==> config.mk <==
export PLATFORM = sky130hd
export DESIGN_NAME = hsync_regen
export DESIGN_NICKNAME = d
export VERILOG_FILES = /design/src/rtl/hsr_pkg.sv /design/src/rtl/hsr_polarity_detect.sv /design/src/rtl/hsr_edge_delay.sv /design/src/rtl/hsr_pulse_gen.sv /design/src/rtl/hsync_regen.sv
export SDC_FILE = /design/constraint.sdc
export NUM_CORES = 1
export LEC_CHECK = 0
export CORE_ASPECT_RATIO = 1.2
export CORE_UTILIZATION = 31
export DETAILED_ROUTE_END_ITERATION = 10
export PLACE_DENSITY = 0.51
export SYNTH_ARGS = -nofsm -noshare
export SYNTH_HDL_FRONTEND = slang
export SYNTH_SLANG_ARGS = --single-unit
export TNS_END_PERCENT = 20
==> constraint.sdc <==
create_clock -name clk_pix -period 2.8 [get_ports clk_pix]
set_input_delay 0.7 -clock clk_pix [delete_from_list [all_inputs] [get_ports clk_pix]]
set_output_delay 0.7 -clock clk_pix [all_outputs]
set_load 0.005 [all_outputs]
==> src/rtl/hsr_pkg.sv <==
package hsr_pkg;

    typedef enum logic {
        POL_LOW  = 1'b0,
        POL_HIGH = 1'b1
    } pol_e;

endpackage

==> src/rtl/hsr_polarity_detect.sv <==
module hsr_polarity_detect
    import hsr_pkg::*;
#(
    parameter int unsigned WIN_LEN = 1024
) (
    input  logic clk,
    input  logic rst_n,
    input  logic raw_in,
    output logic lead_edge,
    output pol_e act_pol
);

    localparam int unsigned WC_W = (WIN_LEN > 2) ? $clog2(WIN_LEN) : 1;
    localparam logic [WC_W-1:0] WC_LAST = WC_W'(WIN_LEN - 1);
    localparam logic [WC_W+1:0] WIN_CMP = (WC_W + 2)'(WIN_LEN);

    typedef struct packed {
        logic            meta;
        logic            synced;
        logic            norm_prev;
        logic [WC_W-1:0] win_cnt;
        logic [WC_W:0]   high_cnt;
        pol_e            prev_cand;
        pol_e            decided;
    } det_state_t;

    det_state_t q, d;

    logic          norm;
    logic          win_end;
    logic [WC_W:0] high_total;
    logic [WC_W+1:0] high_dbl;
    pol_e          cand;

    always_comb begin
        d = q;
        d.meta   = raw_in;
        d.synced = q.meta;

        norm = (q.decided == POL_HIGH) ? q.synced : ~q.synced;
        d.norm_prev = norm;

        high_total = q.high_cnt + {{WC_W{1'b0}}, q.synced};
        high_dbl   = {high_total, 1'b0};
        cand       = (high_dbl < WIN_CMP) ? POL_HIGH : POL_LOW;
        win_end    = (q.win_cnt == WC_LAST);

        if (win_end) begin
            d.win_cnt   = '0;
            d.high_cnt  = '0;
            d.prev_cand = cand;
            if (cand == q.prev_cand) begin
                d.decided = cand;
            end
        end else begin
            d.win_cnt  = q.win_cnt + 1'b1;
            d.high_cnt = high_total;
        end
    end

    always_ff @(posedge clk) begin
        if (!rst_n) begin
            q.meta      <= 1'b0;
            q.synced    <= 1'b0;
            q.norm_prev <= 1'b0;
            q.win_cnt   <= '0;
            q.high_cnt  <= '0;
            q.prev_cand <= POL_HIGH;
            q.decided   <= POL_HIGH;
        end else begin
            q <= d;
        end
    end

    assign lead_edge = norm & ~q.norm_prev;
    assign act_pol   = q.decided;


    mid_window_hold_chk: assert property (@(posedge clk) disable iff (!rst_n)
        !win_end |=> $stable(q.decided));


    agree_adopt_chk: assert property (@(posedge clk) disable iff (!rst_n)
        (win_end && cand == q.prev_cand) |=> (q.decided == $past(cand)));


    single_window_hold_chk: assert property (@(posedge clk) disable iff (!rst_n)
        (win_end && cand != q.prev_cand) |=> $stable(q.decided));

endmodule

==> src/rtl/hsr_edge_delay.sv <==
module hsr_edge_delay #(
    parameter int unsigned DLY_W = 4
) (
    input  logic             clk,
    input  logic             rst_n,
    input  logic             edge_in,
    input  logic [DLY_W-1:0] sel,
    output logic             edge_out
);

    localparam int unsigned DEPTH = (1 << DLY_W) - 1;

    typedef struct packed {
        logic [DEPTH-1:0] sh;
    } dly_state_t;

    dly_state_t q, d;
    logic [DEPTH:0] taps;

    assign taps[0] = edge_in;

    for (genvar k = 0; k < DEPTH; k++) begin : g_tap
        assign taps[k+1] = q.sh[k];
    end

    always_comb begin
        d.sh = {q.sh[DEPTH-2:0], edge_in};
    end

    always_ff @(posedge clk) begin
        if (!rst_n) begin
            q.sh <= '0;
        end else begin
            q <= d;
        end
    end

    assign edge_out = taps[sel];


    first_stage_chk: assert property (@(posedge clk) disable iff (!rst_n)
        edge_in |=> q.sh[0]);


    stage_walk_chk: assert property (@(posedge clk) disable iff (!rst_n)
        q.sh[0] |=> q.sh[1]);

endmodule

==> src/rtl/hsr_pulse_gen.sv <==
module hsr_pulse_gen #(
    parameter int unsigned WID_W = 8
) (
    input  logic             clk,
    input  logic             rst_n,
    input  logic             start,
    input  logic [WID_W-1:0] width,
    output logic             pulse_on
);

    typedef struct packed {
        logic [WID_W-1:0] remain;
    } pg_state_t;

    pg_state_t q, d;
    logic [WID_W-1:0] width_eff;

    always_comb begin
        width_eff = (width == '0) ? {{(WID_W-1){1'b0}}, 1'b1} : width;
        d = q;
        if (start) begin
            d.remain = width_eff;
        end else if (q.remain != '0) begin
            d.remain = q.remain - 1'b1;
        end
    end

    always_ff @(posedge clk) begin
        if (!rst_n) begin
            q.remain <= '0;
        end else begin
            q <= d;
        end
    end

    assign pulse_on = (q.remain != '0);


    load_width_chk: assert property (@(posedge clk) disable iff (!rst_n)
        start |=> (q.remain == $past(width_eff)));


    count_down_chk: assert property (@(posedge clk) disable iff (!rst_n)
        (!start && q.remain != '0) |=> (q.remain == $past(q.remain) - 1'b1));


    idle_stays_chk: assert property (@(posedge clk) disable iff (!rst_n)
        (!start && q.remain == '0) |=> !pulse_on);

endmodule

==> src/rtl/hsync_regen.sv <==
module hsync_regen
    import hsr_pkg::*;
#(
    parameter int unsigned WIN_LEN = 1024,
    parameter int unsigned WID_W   = 8,
    parameter int unsigned DLY_W   = 4
) (
    input  logic             clk_pix,
    input  logic             rst_n,
    input  logic             sync_raw,
    input  logic             out_active_high,
    input  logic [WID_W-1:0] pulse_width,
    input  logic [DLY_W-1:0] pipe_delay,
    output logic             sync_out
);

    logic lead_w;
    logic edge_dly_w;
    logic pulse_on_w;
    pol_e act_pol_w;

    hsr_polarity_detect #(
        .WIN_LEN (WIN_LEN)
    ) i_detect (
        .clk       (clk_pix),
        .rst_n     (rst_n),
        .raw_in    (sync_raw),
        .lead_edge (lead_w),
        .act_pol   (act_pol_w)
    );

    hsr_edge_delay #(
        .DLY_W (DLY_W)
    ) i_delay (
        .clk      (clk_pix),
        .rst_n    (rst_n),
        .edge_in  (lead_w),
        .sel      (pipe_delay),
        .edge_out (edge_dly_w)
    );

    hsr_pulse_gen #(
        .WID_W (WID_W)
    ) i_pulse (
        .clk      (clk_pix),
        .rst_n    (rst_n),
        .start    (edge_dly_w),
        .width    (pulse_width),
        .pulse_on (pulse_on_w)
    );

    assign sync_out = out_active_high ? pulse_on_w : ~pulse_on_w;


    zero_delay_start_chk: assert property (@(posedge clk_pix) disable iff (!rst_n)
        (lead_w && pipe_delay == '0) |=> pulse_on_w);


    reset_quiet_chk: assert property (@(posedge clk_pix)
        !rst_n |=> (!pulse_on_w && act_pol_w == POL_HIGH));

endmodule

==> results by group, run 1 <==
Power
  – Power density over the cells: 695.1 nW/um^2
  – Reg power frac: 45.6%
  – Leakage: 0.9706 nW
  – Clock share of power: 33.8%
  – Internal power: 1.285 mW
  – Psw: 0.4533 mW
  – Switching Fraction: 26.07%
  – Logic pwr share: 20.7%
  – Maximum vdd drop: 0.0003276 V
  – Tot Pwr: 1.739 mW

Global routing
  – First-pass GRT wire length: 6630 um
  – Met2 Use GR: 19.27%
  – Antenna violations before repair: 0
  – GR Util met1: 14.56%
  – Vias in the first global route: 1,497
  – Tot GR Track Use: 11.81%
  – Gr ovfl total: 0
  – Largest net degree at the start of global routing: 17
  – Met3 Use GR: 2.687%
  – Gr busiest metal: met2

Timing
  – Slew Viols, Final: 0
  – Worst Tran Pin Value: 469.7 ps
  – Final period demand of the worst path: 2621 ps
  – RSZ-0062 raised after global routing: no
  – Peak Freq: 381.5 MHz
  – Hold slack: 432.4 ps
  – Final setup fails: 0
  – Final hold violations: 0
  – Setup total negative slack: 0 ps
  – Clk_skew: 7.398 ps
  – Final worst-path cycle share: 93.62%
  – Worst slew margin: 68.61%

Detailed routing
  – Routed vias: 1,540
  – Post-route ant nets: 0
  – Pre-antenna DRT Iters: 4
  – Iter 0 DRT Violations: 86
  – Routed wire per std cell: 11.41 um
  – Routed wire length: 3755 um
  – Remaining DRCs: 0
  – Vias per cell: 4.681

Final layout
  – Share of post-route cells with drive strength above 1: 7.787%
  – Cell Count, Final, Fillers Out: 329
  – Antenna cell count: 0
  – Synth-to-layout area growth: 19.92%
  – NumNets Final: 264

Clock tree
  – Clk root buf: clkbuf_8
  – Clock Latency Late Sink: 300 ps
  – CTS tree: yes
  – CTS buffer count: 5
  – # H-tree levels: 2
  – Post-CTS Hold Fix Bufs: 0
  – CTS clock-pin slew for the worst setup and hold paths: 90 ps
  – Clk buf depth: 2
  – Setup Fix Bufs, Post-CTS: 0
  – Sink Count: 49
  – Post-cts resize count: 0

Critical path
  – CP Class: reg2out
  – Critical path capture point type: output port
  – Critical R2R Launch: i_pulse.q[2]$_SDFFE_PN0P_
  – WP data arrival: 1920 ps
  – Max FO, Critical Path: 3
  – Worst Path Required: 2100 ps
  – CP Launch Type: register
  – Setup crit start: i_pulse.q[0]$_SDFFE_PN0P_

Min path
  – Hold Startpoint: i_detect.q[23]$_SDFF_PN0_
  – HP Class: reg2reg

Synthesis
  – Mapped cell area: 2086 sq um
  – Syn Inst Count: 221
  – Sequential area share after synthesis: 47.03%
  – Largest area contributor in the netlist: dfxtp_1
  – Post-synth ARST share: 0%
  – Synth cell types: 34
  – Synth area leaders: dfxtp_1 47%, and2_1 5.7%, xor2_1 5.0%, xnor2_1 4.6%, mux2i_1 4.3%
  – Post-synth top area share: 47.03%
  – Most frequent cell after synthesis: dfxtp_1
  – Yosys warns: 0
  – Syn nets: 242
  – Syn Area/Cell: 9.438 sq um
  – Flops & latches, synth: 49
  – Most frequent cells after synthesis: 49 x dfxtp_1, 23 x nor2_1, 19 x and2_1, 15 x nand2_1, 12 x xor2_1
  – Ys flop type: dfxtp_1
  – Number of synthesized flops with an enable pin: 0

Floorplan
  – # IOs: 17
  – Core area: 6446 sq um
  – Initial Util: 32.36%
  – Die Height: 91.86 um
  – Die ar.: 7062 sq um
  – FP Rows: 32
  – Die width: 76.88 um

Run status
  – Status: finished clean

Placed design
  – Final HPWL DP: 2741 um
  – Gpl congestion: 0.7606
  – DP Cell Count: 321
  – IO buf count: 16

Job
  – Max cap viols: 0
==> flip-flops by register name (all words and copies together), names as in the netlist <==
register	flops
i_detect.q	24
i_pulse.q	8
i_delay.q	15
i_detect.d	1
i_detect.act_pol	1
==> layer usage <==
metal	part of all wire (%)	wire, um	vias up
met5	0	0	-
met4	2.0	75	0
met3	2.4	91	6
met2	46	1737	20
met1	49	1850	702
li1	-	-	812
==> placed cells by master, fill, tap and decap left out, types with 3 or more instances in the layout <==
cell	instances
o211ai_1	3
nand2_1	15
or3_1	4
nand4_1	3
xor2_1	12
clkdlybuf4s50_1	16
nor3_1	5
and4_1	3
a21oi_1	5
nor2_1	23
and2_1	19
clkbuf_8	5
and3_1	4
nand3_1	11
inv_1	6
buf_4	4
ha_1	5
mux2i_1	9
xnor2_1	11
dfxtp_1	49
o21ai_0	6
==> path summary, 6_finish.rpt <==
check / depth (start not counted) / slack, ps / end
setup / recovery: 6 / 180 / sync_out
hold / removal: 1 / 430 / i_delay.q[0]$_SDFF_PN0_
setup reg to reg: 4 / 860 / i_pulse.q[7]$_SDFFE_PN0P_
hold reg to reg: 1 / 430 / i_delay.q[0]$_SDFF_PN0_
==> power groups by stage <==
| stage | registers [mW] | clock network [mW] | logic, mW |
|---|---|---|---|
| 5_1_grt | 0.799 | 0.636 | 0.399 |
| 2_1_floorplan | 0.796 | 0 | 0.250 |
| 3_5_place_dp | 0.807 | 0 | 0.354 |
| 3_3_place_gp | 0.808 | 0 | 0.357 |
| 4_1_cts | 0.790 | 0.604 | 0.358 |
| 6_report | 0.793 | 0.587 | 0.359 |
==> logic make-up after synthesis <==
family / share of synthesized area [%]
simple gates: 24.59
flops: 47.03
compound gates: 7.199
xor+xnor: 9.658
mux: 6.479
buf+inv: 2.039
fa+ha+maj: 2.999
==> cell type report <==
type | count | area, sq um
Fill cell | 646 | 3945
Multi-Input combinational cell | 161 | 1067
Sequential cell | 49 | 980.9
Timing Repair Buffer | 20 | 190.2
Tap cell | 85 | 106.4
Clock buffer | 5 | 68.82
Clock inverter | 3 | 65.06
Inverter | 6 | 22.52
==> per-stage QoR <==
stage	util, %	cell area, sq um	setup slack (ps)
4_1_cts	38.72	2496	28.93
6_report	38.80	2501	178.7
5_1_grt	38.80	2501	56.10
3_3_place_gp	36.65	2362	142.3
3_5_place_dp	36.65	2362	116.3
2_1_floorplan	-	2086	801.9
==> critical path: stages (launching register included) <==
cell             delay, ps
dfxtp_1                320
inv_1                  110
ha_1                   170
nor3b_2                230
nand2_1                130
xnor2_1                160
clkdlybuf4s50_1        510
(Power assumes the default switching activity.)
==> inputs of run 2 (changes only) <==
--- a/config.mk
+++ b/config.mk
@@ -7,6 +7,7 @@
 export LEC_CHECK = 0
 export CORE_ASPECT_RATIO = 1.2
 export CORE_UTILIZATION = 31
+export CTS_CLUSTER_DIAMETER = 150
 export DETAILED_ROUTE_END_ITERATION = 10
 export PLACE_DENSITY = 0.51
 export SYNTH_ARGS = -nofsm -noshare
==> constraint.sdc (replaced) <==
create_clock -name clk_pix -period 3.25 [get_ports clk_pix]
set_input_delay 0.8125 -clock clk_pix [delete_from_list [all_inputs] [get_ports clk_pix]]
set_output_delay 0.8125 -clock clk_pix [all_outputs]
set_load 0.005 [all_outputs]
==> run 2 against run 1 <==
Net effect:
- setup slack better by 58 ps
- combinational power down 19%
- routed wire length down 2.1%
- first-iteration DRC count down 22%
- highest routed layer unchanged
- die area unchanged
- via count down 1.8%
==> results by group, run 2 (same netlist as run 1, synthesis figures left out) <==
Floorplan
  – Core area: 6446 sq um (unchanged)
  – Die Height: 91.86 um (unchanged)
  – # IOs: 17 (unchanged)
  – Die width: 76.88 um (unchanged)
  – Initial Util: 32.36% (unchanged)
  – Die ar.: 7062 sq um (unchanged)
  – FP Rows: 32 (unchanged)

Critical path
  – Critical path's slowest cell: clkdlybuf4s50_1 (unchanged)
  – CP Class: reg2out (unchanged)
  – Critical path capture point type: output port (unchanged)
  – WP data arrival: 2200 ps (was 1920 ps)
  – Max incr delay on CP: 510 ps (about the same)
  – Max FO, Critical Path: 7 (was 3)
  – Worst Path Required: 2440 ps (was 2100 ps)
  – CP Cell Sequence: inv_1 -> ha_1 -> nor3b_1 -> nand2_1 -> xnor2_1 -> clkdlybuf4s50_1 (was inv_1 -> ha_1 -> nor3b_2 -> nand2_1 -> xnor2_1 -> clkdlybuf4s50_1)
  – CP Launch Type: register (unchanged)

Global routing
  – Tot GR Track Use: 11.48% (was 11.81%)
  – Gr ovfl total: 0 (unchanged)
  – Antenna violations before repair: 0 (unchanged)
  – Largest net degree at the start of global routing: 22 (was 17)
  – Vias in the first global route: 1,511 (was 1,497)
  – First-pass GRT wire length: 6486 um (was 6630 um)

Placed design
  – Final HPWL DP: 2692 um (was 2741 um)
  – Gpl congestion: 0.7605 (was 0.7606)
  – IO buf count: 16 (unchanged)
  – DP Worst Slack: 406.5 ps (was 116.3 ps)
  – DP Cell Count: 318 (was 321)

Timing
  – Final hold violations: 0 (unchanged)
  – Setup total negative slack: 0 ps (unchanged)
  – Worst slew margin: 67.25% (was 68.61%)
  – RSZ-0062 raised after global routing: no (unchanged)
  – Final setup fails: 0 (unchanged)
  – Clk_skew: 3.164 ps (was 7.398 ps)
  – Peak Freq: 331.8 MHz
  – Min setup slack post-route: 236.5 ps (was 178.7 ps)
  – Worst Tran Pin Value: 490.0 ps (was 469.7 ps)
  – Final worst-path cycle share: 92.72%
  – Final period demand of the worst path: 3014 ps
  – Slew Viols, Final: 0 (unchanged)

Detailed routing
  – Pre-antenna DRT Iters: 4 (unchanged)
  – Iter 0 DRT Violations: 67 (was 86)
  – Routed vias: 1,512 (was 1,540)
  – Routed wire per std cell: 11.28 um (was 11.41 um)
  – Vias per cell: 4.638 (was 4.681)
  – Post-route ant nets: 0 (unchanged)
  – Routed wire length: 3678 um (was 3755 um)
  – Remaining DRCs: 0 (unchanged)

Power
  – Power density over the cells: 578.9 nW/um^2 (was 695.1 nW/um^2)
  – Psw: 0.3838 mW (was 0.4533 mW)
  – Internal power: 1.040 mW (was 1.285 mW)
  – Maximum vdd drop: 0.0002363 V (was 0.0003276 V)
  – Leakage: 0.9432 nW (was 0.9706 nW)
  – Clock share of power: 31.7% (was 33.8%)
  – Reg power frac: 47.9% (was 45.6%)
  – Switching Fraction: 26.95% (was 26.07%)
  – Logic pwr share: 20.5% (was 20.7%)

Final layout
  – Cell Count, Final, Fillers Out: 326 (was 329)
  – Most frequent cells in the layout: 49 x dfxtp_1, 23 x nor2_1, 19 x and2_1 (unchanged)
  – Largest Register: i_detect.q (unchanged)
  – Antenna cell count: 0 (unchanged)
  – Most common cell after layout, fill and taps aside: dfxtp_1 (unchanged)
  – Share of post-route cells with drive strength above 1: 6.224% (was 7.787%)
  – NumNets Final: 261 (was 264)
  – Top Registers: i_detect.q (24), i_delay.q (15), i_pulse.q (8) (unchanged)
  – Synth-to-layout area growth: 17.94% (was 19.92%)
  – Util after Layout: 38.16% (was 38.80%)
  – Max reg flops: 24 (unchanged)

Clock tree
  – Clk buf depth: 2 (unchanged)
  – # H-tree levels: 2 (unchanged)
  – CTS tree: yes (unchanged)
  – Post-cts resize count: 0 (unchanged)
  – CTS clock-pin slew for the worst setup and hold paths: 90 ps (about the same)
  – Clk root buf: clkbuf_8 (unchanged)
  – Clock Latency Late Sink: 290 ps (was 300 ps)
  – Sink Count: 49 (unchanged)
  – Setup Fix Bufs, Post-CTS: 0 (unchanged)
  – Post-CTS Hold Fix Bufs: 0 (unchanged)
  – CTS buffer count: 5 (unchanged)

Run status
  – Status: finished clean (unchanged)

Job
  – Max cap viols: 0 (unchanged)

Min path
  – HP Class: reg2reg (unchanged)
run 2: cell count changes in the layout (fill, tap and decap cells not counted), sizes merged:
cell,change
bufinv,-1
buf,-3
clkinvlp,+1
clkbuf,+1
clkinv,-1
run 2: final timing paths:
| kind | start | to | cells after the start | slack [ps] |
|---|---|---|---|---|
| max | i_pulse.q[0]$_SDFFE_PN0P_ | sync_out | 6 | 240 |
| min reg2reg | i_detect.q[23]$_SDFF_PN0_ | i_delay.q[0]$_SDFF_PN0_ | 1 | 440 |
| min | i_detect.q[23]$_SDFF_PN0_ | i_delay.q[0]$_SDFF_PN0_ | 1 | 440 |
| max reg2reg | i_pulse.q[2]$_SDFFE_PN0P_ | i_pulse.q[7]$_SDFFE_PN0P_ | 4 | 1320 |
run 2: layout make-up:
class	instances	area, sq um
clock inverter	2	37.54
fill	654	3986
timing repair buffer	17	167.7
tap	85	106.4
multi-input combinational	161	1062
inverter	6	22.52
clock buffer	6	82.58
sequential	49	980.9
run 2: power groups by stage:
| stage | Clock, mW | Sequential [mW] | Combinational, mW |
|---|---|---|---|
| 2_1_floorplan | 0 | 0.686 | 0.216 |
| 3_3_place_gp | 0 | 0.694 | 0.296 |
| 3_5_place_dp | 0 | 0.694 | 0.292 |
| 4_1_cts | 0.467 | 0.680 | 0.294 |
| 5_1_grt | 0.494 | 0.687 | 0.320 |
| 6_report | 0.451 | 0.682 | 0.291 |
run 2: metal layers:
| layer | vias to the layer above | track usage [%] | part of all wire [%] |
|---|---|---|---|
| li1 | 799 | - | - |
| met1 | 691 | 13.78 | 49 |
| met2 | 17 | 19.49 | 47 |
| met3 | 5 | 2.687 | 2.3 |
| met4 | 0 | 4.808 | 1.6 |
| met5 | - | 0 | 0 |
run 2: per-stage QoR:
stage	hold WS [ps]	total power, mW	area [sq um]
3_5_place_dp	422.3	0.9857	2340
4_1_cts	444.4	1.441	2460
2_1_floorplan	392.5	0.9013	2086
5_1_grt	468.3	1.501	2460
3_3_place_gp	414.6	0.9903	2340
6_report	441.8	1.424	2460
run 2: worst max-delay path, delay by kind of cell, from the launching register on:
| family | cells | cell delay [ps] |
|---|---|---|
| flip-flops | 1 | 320 |
| AND/OR/NAND/NOR | 2 | 600 |
| buffers and inverters | 2 | 620 |
| XOR/XNOR | 1 | 200 |
| adder cells (fa/ha/maj) | 1 | 170 |
